===== src/rtl/trap_cmp_pkg.sv =====
// Shared constants for the conditional trap compare unit.
// Assumes: the condition mask bit order below is fixed by the instruction encoding.
package trap_cmp_pkg;
    localparam int COND_W  = 5;
    localparam int BIT_SLT = 4;
    localparam int BIT_SGT = 3;
    localparam int BIT_EQ  = 2;
    localparam int BIT_ULT = 1;
    localparam int BIT_UGT = 0;

    localparam int CODE_W = 8;
    localparam logic [3:0] CLASS_PROGRAM = 4'h7;
    localparam logic [3:0] SUB_TRAP      = 4'h4;
    localparam logic [CODE_W-1:0] TRAP_CODE = {CLASS_PROGRAM, SUB_TRAP};

    typedef logic [COND_W-1:0] cond_t;
endpackage


===== src/rtl/trap_opnd_fmt.sv =====
// Operand formatter: produces sign- and zero-extended views of both operands.
// In word mode only the low WORD_W bits survive; in full mode operands pass through.
// Assumes WORD_W <= DATA_W; when equal, the mode input has no effect.
module trap_opnd_fmt #(
    parameter int DATA_W = 64,
    parameter int WORD_W = 32
) (
    input  logic              full_i,
    input  logic [DATA_W-1:0] a_i,
    input  logic [DATA_W-1:0] b_i,
    output logic [DATA_W-1:0] a_sx_o,
    output logic [DATA_W-1:0] b_sx_o,
    output logic [DATA_W-1:0] a_zx_o,
    output logic [DATA_W-1:0] b_zx_o
);
    localparam int HI_W = DATA_W - WORD_W;

    generate
        if (HI_W > 0) begin : g_narrow
            // Choose between full-width operands and extended low words.
            always_comb begin
                if (full_i) begin
                    a_sx_o = a_i;
                    b_sx_o = b_i;
                    a_zx_o = a_i;
                    b_zx_o = b_i;
                end else begin
                    a_sx_o = {{HI_W{a_i[WORD_W-1]}}, a_i[WORD_W-1:0]};
                    b_sx_o = {{HI_W{b_i[WORD_W-1]}}, b_i[WORD_W-1:0]};
                    a_zx_o = {{HI_W{1'b0}}, a_i[WORD_W-1:0]};
                    b_zx_o = {{HI_W{1'b0}}, b_i[WORD_W-1:0]};
                end
            end
        end else begin : g_pass
            // Single width configuration: no narrowing exists.
            always_comb begin
                a_sx_o = a_i;
                b_sx_o = b_i;
                a_zx_o = a_i;
                b_zx_o = b_i;
            end
        end
    endgenerate
endmodule


===== src/rtl/trap_relate.sv =====
// Relation generator: evaluates all five operand relations in parallel.
// Output bit order matches the condition mask bit order from the package.
// Assumes inputs are already narrowed and extended by the formatter.
module trap_relate
    import trap_cmp_pkg::*;
#(
    parameter int DATA_W = 64
) (
    input  logic [DATA_W-1:0] a_sx_i,
    input  logic [DATA_W-1:0] b_sx_i,
    input  logic [DATA_W-1:0] a_zx_i,
    input  logic [DATA_W-1:0] b_zx_i,
    output cond_t             rel_o
);
    // One comparator per relation, placed at its mask position.
    always_comb begin
        rel_o          = '0;
        rel_o[BIT_SLT] = $signed(a_sx_i) < $signed(b_sx_i);
        rel_o[BIT_SGT] = $signed(a_sx_i) > $signed(b_sx_i);
        rel_o[BIT_EQ]  = (a_zx_i == b_zx_i);
        rel_o[BIT_ULT] = (a_zx_i < b_zx_i);
        rel_o[BIT_UGT] = (a_zx_i > b_zx_i);
    end
endmodule


===== src/rtl/trap_mask_reduce.sv =====
// Mask and reduce: gates each relation by its condition bit and ORs the result.
// Assumes rel_i and cond_i share the package bit order.
module trap_mask_reduce
    import trap_cmp_pkg::*;
(
    input  cond_t rel_i,
    input  cond_t cond_i,
    output logic  hit_o
);
    cond_t gated;

    genvar gi;
    generate
        for (gi = 0; gi < COND_W; gi++) begin : g_gate
            // Enable one relation when its mask bit is set.
            assign gated[gi] = rel_i[gi] & cond_i[gi];
        end
    endgenerate

    // Any enabled relation that holds requests a trap.
    assign hit_o = |gated;
endmodule


===== src/rtl/trap_cmp_unit.sv =====
// Conditional trap compare unit (top).
// Formats operands for the selected width, evaluates five relations, masks them
// with the condition field, and registers a one-cycle trap request plus code.
// Assumes one evaluation per valid_i strobe; synchronous active-low reset.
module trap_cmp_unit
    import trap_cmp_pkg::*;
#(
    parameter int DATA_W = 64,
    parameter int WORD_W = 32
) (
    input  logic              clk,
    input  logic              rst_n,
    input  logic              valid_i,
    input  logic              dword_i,
    input  logic [DATA_W-1:0] opa_i,
    input  logic [DATA_W-1:0] opb_i,
    input  logic [COND_W-1:0] cond_i,
    output logic              trap_o,
    output logic [CODE_W-1:0] trap_code_o
);
    logic [DATA_W-1:0] a_sx, b_sx, a_zx, b_zx;
    cond_t             rel;
    logic              hit;

    trap_opnd_fmt #(.DATA_W(DATA_W), .WORD_W(WORD_W)) u_fmt (
        .full_i (dword_i),
        .a_i    (opa_i),
        .b_i    (opb_i),
        .a_sx_o (a_sx),
        .b_sx_o (b_sx),
        .a_zx_o (a_zx),
        .b_zx_o (b_zx)
    );

    trap_relate #(.DATA_W(DATA_W)) u_rel (
        .a_sx_i (a_sx),
        .b_sx_i (b_sx),
        .a_zx_i (a_zx),
        .b_zx_i (b_zx),
        .rel_o  (rel)
    );

    trap_mask_reduce u_red (
        .rel_i  (rel),
        .cond_i (cond_i),
        .hit_o  (hit)
    );

    // Result register: pulse and code for exactly the strobed evaluation.
    always_ff @(posedge clk) begin
        if (!rst_n) begin
            trap_o      <= 1'b0;
            trap_code_o <= '0;
        end else begin
            trap_o      <= valid_i & hit;
            trap_code_o <= (valid_i & hit) ? TRAP_CODE : '0;
        end
    end

    // Signed relations are mutually exclusive and complete (basis of R7).
    assert_signed_trichotomy_R7: assert property (@(posedge clk) disable iff (!rst_n)
        $countones({rel[BIT_SLT], rel[BIT_SGT], rel[BIT_EQ]}) == 1)
        else $error("signed relations not exclusive");

    assert_empty_mask_R7: assert property (@(posedge clk) disable iff (!rst_n)
        (valid_i && cond_i == '0) |=> !trap_o)
        else $error("empty mask trapped");

    assert_full_mask_R7: assert property (@(posedge clk) disable iff (!rst_n)
        (valid_i && cond_i == '1) |=> trap_o)
        else $error("full mask did not trap");

    assert_idle_no_trap_R8: assert property (@(posedge clk) disable iff (!rst_n)
        !valid_i |=> !trap_o)
        else $error("trap without strobe");

    assert_code_on_trap_R9: assert property (@(posedge clk) disable iff (!rst_n)
        trap_o |-> (trap_code_o == TRAP_CODE))
        else $error("wrong code with trap");

    assert_code_idle_R9: assert property (@(posedge clk) disable iff (!rst_n)
        !trap_o |-> (trap_code_o == '0))
        else $error("code without trap");

    assert_word_eq_R6: assert property (@(posedge clk) disable iff (!rst_n)
        (valid_i && !dword_i && cond_i == 5'h04 &&
         opa_i[WORD_W-1:0] == opb_i[WORD_W-1:0]) |=> trap_o)
        else $error("word equality missed");
endmodule


===== config.mk =====
export PLATFORM = sky130hd
export DESIGN_NAME = trap_cmp_unit
export DESIGN_NICKNAME = d
export VERILOG_FILES = /design/src/rtl/trap_cmp_pkg.sv /design/src/rtl/trap_opnd_fmt.sv /design/src/rtl/trap_relate.sv /design/src/rtl/trap_mask_reduce.sv /design/src/rtl/trap_cmp_unit.sv
export SDC_FILE = /design/constraint.sdc
export NUM_CORES = 1
export LEC_CHECK = 0
export CAP_MARGIN = 10
export CELL_PAD_IN_SITES_DETAIL_PLACEMENT = 1
export CELL_PAD_IN_SITES_GLOBAL_PLACEMENT = 2
export CORE_MARGIN = 8
export CORE_UTILIZATION = 34
export CTS_BUF_LIST = sky130_fd_sc_hd__clkbuf_16
export CTS_CLUSTER_DIAMETER = 120
export CTS_CLUSTER_SIZE = 40
export DETAILED_ROUTE_END_ITERATION = 6
export DONT_BUFFER_PORTS = 1
export MAX_ROUTING_LAYER = met4
export PLACE_DENSITY_LB_ADDON = 0.3
export SYNTH_ARGS = -nofsm -noshare
export SYNTH_HDL_FRONTEND = slang
export SYNTH_SLANG_ARGS = --single-unit

===== constraint.sdc =====
create_clock -name clk -period 4.05 [get_ports clk]
set_input_delay 1.0125 -clock clk [delete_from_list [all_inputs] [get_ports clk]]
set_output_delay 1.0125 -clock clk [all_outputs]
set_load 0.02 [all_outputs]

# Yosys cells after proc, flatten, opt, wreduce, memory -nomap -nowiden
# Index checks and enable logic that the tools add are counted.
word_totals:
  ff_bits: 9
  input_bits: 137
  out_inout_bits: 9
  elab_cells: 19
classes:
  magnitude_cmp: 4
  eq_ne: 1
  mux: 5
  bitwise_logic: 6
  reduce_logical: 1
ops:
  columns: ["op", "n"]
  rows:
  - ["$mux W64", 4]
  - ["$gt A64 B64 Y1", 2]
  - ["$lt A64 B64 Y1", 2]
  - ["$eq A64 B64 Y1", 1]
  - ["$mux W7", 1]
  - ["$and A1 B1 Y1", 6]
  - ["$reduce_or A5 Y1", 1]

# Logic depth before layout (Yosys ltp)
# Gate-level depths: netlist (run 1).
depth:
  word_depth: 6
  depth_mapped: 13
  ltp_nobuf: 12

# Modules after synthesis
# From an unflattened synthesis (run 1), not the netlist that was laid out.
unflattened:
  cells_unflattened: 762
  hier_area_um2: 5820.6
by_module_without_submodules:
  columns: ["mod", "instances", "cells_each", "area_each_um2", "seq_area_each_um2"]
  rows:
  - ["trap_relate", 1, 472, 3285.7, 0.0]
  - ["trap_opnd_fmt", 1, 276, 2423.6, 0.0]
  - ["trap_cmp_unit", 1, 11, 90.1, 20.0]
  - ["trap_mask_reduce", 1, 3, 21.3, 0.0]

# Worst setup path after synthesis (run 1)
# No wires, ideal clock.
synth_timing:
  path_type: "input to register"
  start: "input port dword_i"
  end: "register trap_code_o[5]"
  setup_time_ns: 0.126
  arrival_ns: 3.460
  required_ns: 3.924
  slack_ns: 0.464
  cell_stages: 12
  path_buffers: 2
  cell_sequence: "clkbuf_1 > buf_1 > nand2_1 > ha_1 > a21oi_2 > nand2_1 > a221o_1 > a211o_1 > a2111oi_4 > a21oi_1 > o211ai_2 > o211ai_2"
synth_via:
  elab_chain_len: 6
  elab_cells_between_ends: 17
  cone_classes: "order compare (4); eq/ne (1); mux (5); bitwise (6); reduce/logical (1)"
synth_rtl:
  columns: ["element", "line_no", "rtl"]
  rows:
  - ["from (decl)", "trap_cmp_unit.sv:14", "input logic dword_i,"]
  - ["$mux W64", "trap_opnd_fmt.sv:22", "if (full_i) begin"]
  - ["$gt A64 B64 Y1, or another cell as far along", "trap_relate.sv:22", "rel_o[BIT_UGT] = (a_zx_i > b_zx_i);"]
  - ["$and A1 B1 Y1", "trap_mask_reduce.sv:16", "assign gated[gi] = rel_i[gi] & cond_i[gi];"]
  - ["$reduce_or A5 Y1 (*)", "trap_mask_reduce.sv:21", "assign hit_o = |gated;"]
  - ["$and A1 B1 Y1 (*)", "trap_cmp_unit.sv:56", "trap_code_o <= (valid_i & hit) ? TRAP_CODE : '0;"]
  - ["$mux W7 (*)", "trap_cmp_unit.sv:56", null]
  - ["to (signal assigned)", "trap_cmp_unit.sv:56", null]
  - ["to (decl)", "trap_cmp_unit.sv:19", "output logic [CODE_W-1:0] trap_code_o"]
# Mark *: on every way between the ends. The rest lies on a longest branch, timed or not.
# A chain may end at the register's enable or synchronous reset.

# Worst setup path after layout (run 1)
layout_timing:
  start: "input port opb_i[31]"
  end: "register trap_code_o[5]"
layout_via:
  elab_chain_len: 6
  elab_cells_between_ends: 15
  cone_classes: "order compare (4); eq/ne (1); mux (3); bitwise (6); reduce/logical (1)"
layout_rtl:
  columns: ["element", "line_no", "rtl"]
  rows:
  - ["from (decl)", "trap_cmp_unit.sv:16", "input logic [DATA_W-1:0] opb_i,"]
  - ["$mux W64", "trap_opnd_fmt.sv:22", null]
  - ["$gt A64 B64 Y1, or another cell as far along", "trap_relate.sv:22", null]
  - ["$and A1 B1 Y1", "trap_mask_reduce.sv:16", null]
  - ["$reduce_or A5 Y1 (*)", "trap_mask_reduce.sv:21", null]
  - ["$and A1 B1 Y1 (*)", "trap_cmp_unit.sv:56", null]
  - ["$mux W7 (*)", "trap_cmp_unit.sv:56", null]
# Marked as above.

==> flow_summary.ini, run 1 <==
[pwr]
power_frac_seq_pct = 7.2
leakage_nw = 1.62
powerDensity_nw_per_um2 = 110
pwr-share-clk_pct = 0
p_sw_share_pct = 54.4
combPwrFrac_pct = 92.8
switching_power_w = 0.000189
intPower_w = 0.000158
peakVddDrop_mv = 0.0516

[place]
dp_slack_ns = 0.476
hpwl_microns = 8190
io_buffers = 0
gp_congestion = 0.788

[layout]
top_regs = trap_code_o x1
multi_input_area_sq_um = 2850
drive_above_1_share_pct = 2.10
seqCellArea_sq_um = 20.0
diodes = 0
layout.nets = 663
fillerInstances = 1182
area_growth_pct = 1.77
largest_register_ffs = 1
regMostFlops = trap_code_o

[yosys]
synth.avg_cell_area_sq_um = 6.96
synth_ff_type = dfxtp_1
synth_top_area_share_pct = 38.7
yosys_register_bits = 1
yosysSeqAreaShare_pct = 0.645
synth_cells = 446
netlist_area_sq_um = 3100
yosys_warnings = 0
synth_area_leaders = ha_1 39%, a21oi_1 10%, and2_1 6.9%, nand2_1 6.8%, nand2b_1 6.7%
async_reset_ff_share_pct = 0
ys_types = 41
synth_top_cell_by_area = ha_1
synth_edf_count = 0

[setup_path]
crit_slowest_cell = a2111oi_0
required_ns = 3.92
end_kind = flop
cp.arrival_ns = 3.39
critPathMaxStageDelay_ns = 0.33
cp-start-kind = input pin
crit_top_cell = a21oi_1
cp_cell_sequence = inv_1 -> nor2_2 -> buf_4 -> a21oi_1 -> ha_1 -> a21oi_1 -> o21ai_0 -> a221oi_1 -> nor3_1 -> a2111oi_0 -> and2_1 -> mux2i_1 -> o211ai_2
path_class = in -> reg
crit_fanout = 32

[sta]
setup_violations = 0
period_needed_ns = 3.51
fmax_mhz = 284
rsz0062_at_grt = no
slew-limit-headroom_pct = 33.1
hold_viol = 0
finalCritPeriodShare_pct = 86.8
worst_pin_slew_ns = 1.00
maxSlewViolCount = 0
worst_slack_ns = 0.535
tns_ns = 0

[die]
die_area_sq_um = 12400
rows = 35
die_h_microns = 112
start_util_pct = 34.2
core_sq_um = 9060
fp.dieW_microns = 112
ios = 146

[route]
routed_via_density = 5.61
route.vias.total = 3026
drcViolationCount = 0
drtAntennaViolNets = 0
drt-total-wl_microns = 9140
drt_pass1_iterations = 4
wl_per_cell_microns = 16.9
initialDrtViolationCount = 75

[min_path]
hold-path-cell-count = 2
holdCritPathClass = in -> reg

[global_route]
grt_max_degree = 99
grt.total_usage_pct = 14.5
grt_remaining_overflow = 0
antenna_found_initial = 0
grt_pass1_wl_microns = 15200
grt_pass1_vias = 3306

[outcome]
status = finished clean

[flow_run]
drv_cap = 0

[cts]
cts_setup_buffers = 0
cts.repair.resized = 0
cts.clk_slew.worst_paths_ns = 0
postCtsHoldBufs = 0
[cell usage after synthesis, types with 5 or more instances]
| cell | number |
|---|---|
| o21ai_0 | 12 |
| a21oi_1 | 65 |
| clkbuf_1 | 13 |
| buf_4 | 8 |
| nor2_1 | 14 |
| inv_1 | 34 |
| and4_1 | 5 |
| a21o_1 | 5 |
| ha_1 | 96 |
| nand2_1 | 56 |
| and2_1 | 34 |
| nand4_1 | 14 |
| nand3_1 | 14 |
| nand2b_1 | 33 |
[layout make-up]
cell class	instances	area share, %
Multi-Input combinational cell	390	90.2
Timing Repair Buffer	3	0.713
Inverter	34	4.04
Tap cell	111	4.40
Sequential cell	1	0.634
[metrics by stage]
stage                     util (%)  hold WS [ns]  instance area (sq um)  cells  total power (W)
after global routing          34.8          1.18                   3160    539         0.000406
final                         34.8          1.17                   3160    539         0.000347
after floorplan                  -          1.15                   3110    449         0.000302
after CTS                     34.8          1.18                   3160    539         0.000356
after global placement        34.8          1.18                   3160    539         0.000342
after detailed placement      34.8          1.18                   3160    539         0.000353
[power groups by stage]
stage	Sequential (W)	Combinational, W	Clock, W
2_1_floorplan	0.0000154	0.000286	0
3_3_place_gp	0.0000251	0.000317	0
3_5_place_dp	0.0000249	0.000328	0
4_1_cts	0.0000249	0.000331	0
5_1_grt	0.0000252	0.000381	0
6_report	0.0000250	0.000322	0
[kinds of logic (layout without fill, tap and decap cells)]
| logic type | Yosys count | after routing | share of synthesized area [%] |
|---|---|---|---|
| AND/OR/NAND/NOR | 181 | 181 | 30.6 |
| AO/OA/AOI/OAI | 107 | 107 | 21.3 |
| adder cells (fa/ha/maj) | 96 | 96 | 38.7 |
| buffers and inverters | 58 | 37 | 7.98 |
| other | 1 | 4 | 0.121 |
| XOR/XNOR | 1 | 1 | 0.282 |
| multiplexers | 1 | 1 | 0.323 |
| flip-flops | 1 | 1 | 0.645 |
[path summary, 6_finish.rpt]
| check | from | to | slack, ns |
|---|---|---|---|
| setup / recovery | opb_i[31] | trap_code_o[5] | 0.54 |
| hold / removal | rst_n | trap_code_o[5] | 1.17 |
[worst max-delay path, delay by kind of cell]
| family | cells | cell delay, ns |
|---|---|---|
| compound gates | 6 | 1.06 |
| buf+inv | 2 | 0.36 |
| simple gates | 3 | 0.40 |
| fa+ha+maj | 1 | 0.30 |
| mux | 1 | 0.23 |
[cells in the final DEF (no fill, tap or decap), types with 2 or more instances in the layout]
master    count
buf_4         3
and3_1        2
inv_1        34
a211oi_1      2
nand4_1      14
and2_1       34
conb_1        4
nand2_1      56
nand3_1      14
nor4_1        4
o21ai_0      12
a21o_1        5
ha_1         96
a21oi_1      65
nand2b_1     33
nor2_1       13
and4_1        5
o211ai_2      2
nor3_1        2
a221o_1       4
nor2b_1       2
a221oi_1      4
[metal layers]
layer	track usage, %	wire length, microns	vias up
li1	-	-	1546
met1	16.3	3920	1412
met2	28.2	4820	68
met3	1.68	391	0
met4	0	0	0
met5	-	0	-
Power figures use the tool's default switching activity.
==> run 2, diff against run 1 <==
--- a/config.mk
+++ b/config.mk
@@ -5,11 +5,12 @@
 export SDC_FILE = /design/constraint.sdc
 export NUM_CORES = 1
 export LEC_CHECK = 0
+export ABC_AREA = 1
 export CAP_MARGIN = 10
 export CELL_PAD_IN_SITES_DETAIL_PLACEMENT = 1
 export CELL_PAD_IN_SITES_GLOBAL_PLACEMENT = 2
 export CORE_MARGIN = 8
-export CORE_UTILIZATION = 34
+export CORE_UTILIZATION = 32
 export CTS_BUF_LIST = sky130_fd_sc_hd__clkbuf_16
 export CTS_CLUSTER_DIAMETER = 120
 export CTS_CLUSTER_SIZE = 40
==> flow_summary.ini, run 2 <==
[yosys]
ys_types = 25
synthAdderAreaFrac_pct = 37.6
synth_area_leaders = ha_1 38%, nand2_1 23%, a21oi_1 13%, inv_1 9.9%, nor2_1 2.8%
yosys.area_share.simple_pct = 31.0
synthMuxAreaShare_pct = 0
synth_edf_count = 0
netlist_area_sq_um = 3190
yosysMostFrequentCell = nand2_1
synth_xor_xnor_area_share_pct = 0
yosysSeqAreaShare_pct = 0.627
yosys_register_bits = 1
synth_top_area_share_pct = 37.6
synth_top_cell_by_area = ha_1
yosys_warnings = 0
synth_cells = 557
synth.avg_cell_area_sq_um = 5.73
synth_compound_area_share_pct = 16.4
synth_top_family_by_area = adder cells
synth_ff_type = dfxtp_1
async_reset_ff_share_pct = 0
synth_common_cells = 194 x nand2_1, 96 x ha_1, 84 x inv_1

[layout]
diodes = 0
final_cell_mix = 194 x nand2_1, 96 x ha_1, 84 x inv_1, 80 x a21oi_1, 23 x nor2_1
regMostFlops = trap_code_o
largest_register_ffs = 1
top_regs = trap_code_o x1
area_growth_pct = 2.24
final_common_cell = nand2_1
fin_cells = 670
final_util_pct = 33.5
layout.nets = 772
drive_above_1_share_pct = 2.61

[sta]
tns_ns = 0
slew-limit-headroom_pct = 34.6
hold_ws_ns = 1.23
finalCritPeriodShare_pct = 77.7
rsz0062_at_grt = no
hold_viol = 0
period_needed_ns = 3.15
maxSlewViolCount = 0
worst_pin_slew_ns = 0.980
setup_violations = 0
fmax_mhz = 318

[die]
die_area_sq_um = 13400
rows = 36
start_util_pct = 32.8
fp.dieW_microns = 116
core_sq_um = 9730
die_h_microns = 116
ios = 146

[setup_path]
crit_end = trap_code_o[5]
crit_top_cell = nand2_1
cp_cell_sequence = inv_1 -> nand2_1 -> buf_4 -> nand2_1 -> ha_1 -> a21oi_1 -> nand2_1 -> nand2_1 -> nand2_1 -> nand2_1 -> nand2_1 -> a21oi_1 -> nand3_1 -> nand3_1 -> nand3_1 -> nand2_1 -> inv_1
startpoint = dword_i
end_kind = flop
cp-start-kind = input pin
crit_slowest_cell = ha_1
crit_fanout = 98
required_ns = 3.94
critPathMaxStageDelay_ns = 0.35
cp.arrival_ns = 3.04
path_class = in -> reg

[outcome]
status = finished clean

[route]
wl_per_cell_microns = 14.3
route.vias.total = 3302
drt-total-wl_microns = 9610
routed_via_density = 4.93
drtAntennaViolNets = 0
drt_pass1_iterations = 4
initialDrtViolationCount = 109
drcViolationCount = 0

[pwr]
powerDensity_nw_per_um2 = 109
power_w = 0.000355
peakVddDrop_mv = 0.0519
leakage_nw = 2.09

[global_route]
grt_pass1_vias = 3511
grt_remaining_overflow = 0
grt.total_usage_pct = 14.4
grt_pass1_wl_microns = 15900
grt_max_degree = 99
antenna_found_initial = 0

[min_path]
holdCritPathClass = in -> reg
holdCritStartpoint = valid_i

[cts]
cts_setup_buffers = 0
cts.repair.resized = 0
postCtsHoldBufs = 0
cts.clk_slew.worst_paths_ns = 0

[flow_run]
drv_cap = 0

[place]
io_buffers = 0
gp_congestion = 0.831
dp_cells = 670
hpwl_microns = 8680
run 2: cell count changes after synthesis, sizes merged, moves of 4 or more:
cell and delta:
nand2b -33, inv +52, nand4 -6, o21a +6, and4 -5, nand3 -4, a221o -4, nor2 +14
nand2 +141, a221oi -4, nor4 -4, and2 -35, a21oi +14, a21o -4
run 2: worst min path at each step:
stage	to	cells past startpoint
2_1_floorplan	trap_code_o[5]	4
3_3_place_gp	trap_code_o[5]	4
3_5_place_dp	trap_code_o[5]	4
4_1_cts	trap_code_o[5]	4
5_1_grt	trap_code_o[5]	4
6_report	trap_code_o[5]	4
run 2: logic make-up (layout without fill, tap and decap cells):
kind of cell,count (synthesis),in the layout
other cells,1,4
flops,1,1
fa+ha+maj,96,96
buf+inv,113,90
simple gates,246,246
compound gates,100,100
run 2: metrics by stage:
step	instance area, sq um	setup slack, ns
2_1_floorplan	3200	0.847
3_3_place_gp	3260	0.987
3_5_place_dp	3260	0.896
4_1_cts	3260	0.894
5_1_grt	3260	0.661
6_report	3260	0.901
run 2: per-layer routing:
layer  track usage [%]  vias up  wire (microns)
li1                  -     1744               -
met1              17.1     1493            4230
met2              26.9       65            4860
met3              1.77        0             513
met4                 0        0               0
met5                 -        -               0
run 2: worst max-delay path: cells and delay by family:
family                   cells  cell delay [ns]
buffers and inverters        3             0.37
adder cells (fa/ha/maj)      1             0.35
AO/OA/AOI/OAI                2             0.44
AND/OR/NAND/NOR             11             0.84
run 2: where the power goes:
part           switching, W  internal [W]
registers        0.00000742     0.0000110
clock network             0             0
logic              0.000197      0.000139
total              0.000204      0.000150
run 2: final cells by class:
type | count | area, sq um
well taps | 133 | 166
flip-flops and latches | 1 | 20.0
repair buffers | 2 | 15.0
inverters | 88 | 330
multi-input cells | 446 | 2730
fillers | 1389 | 6470
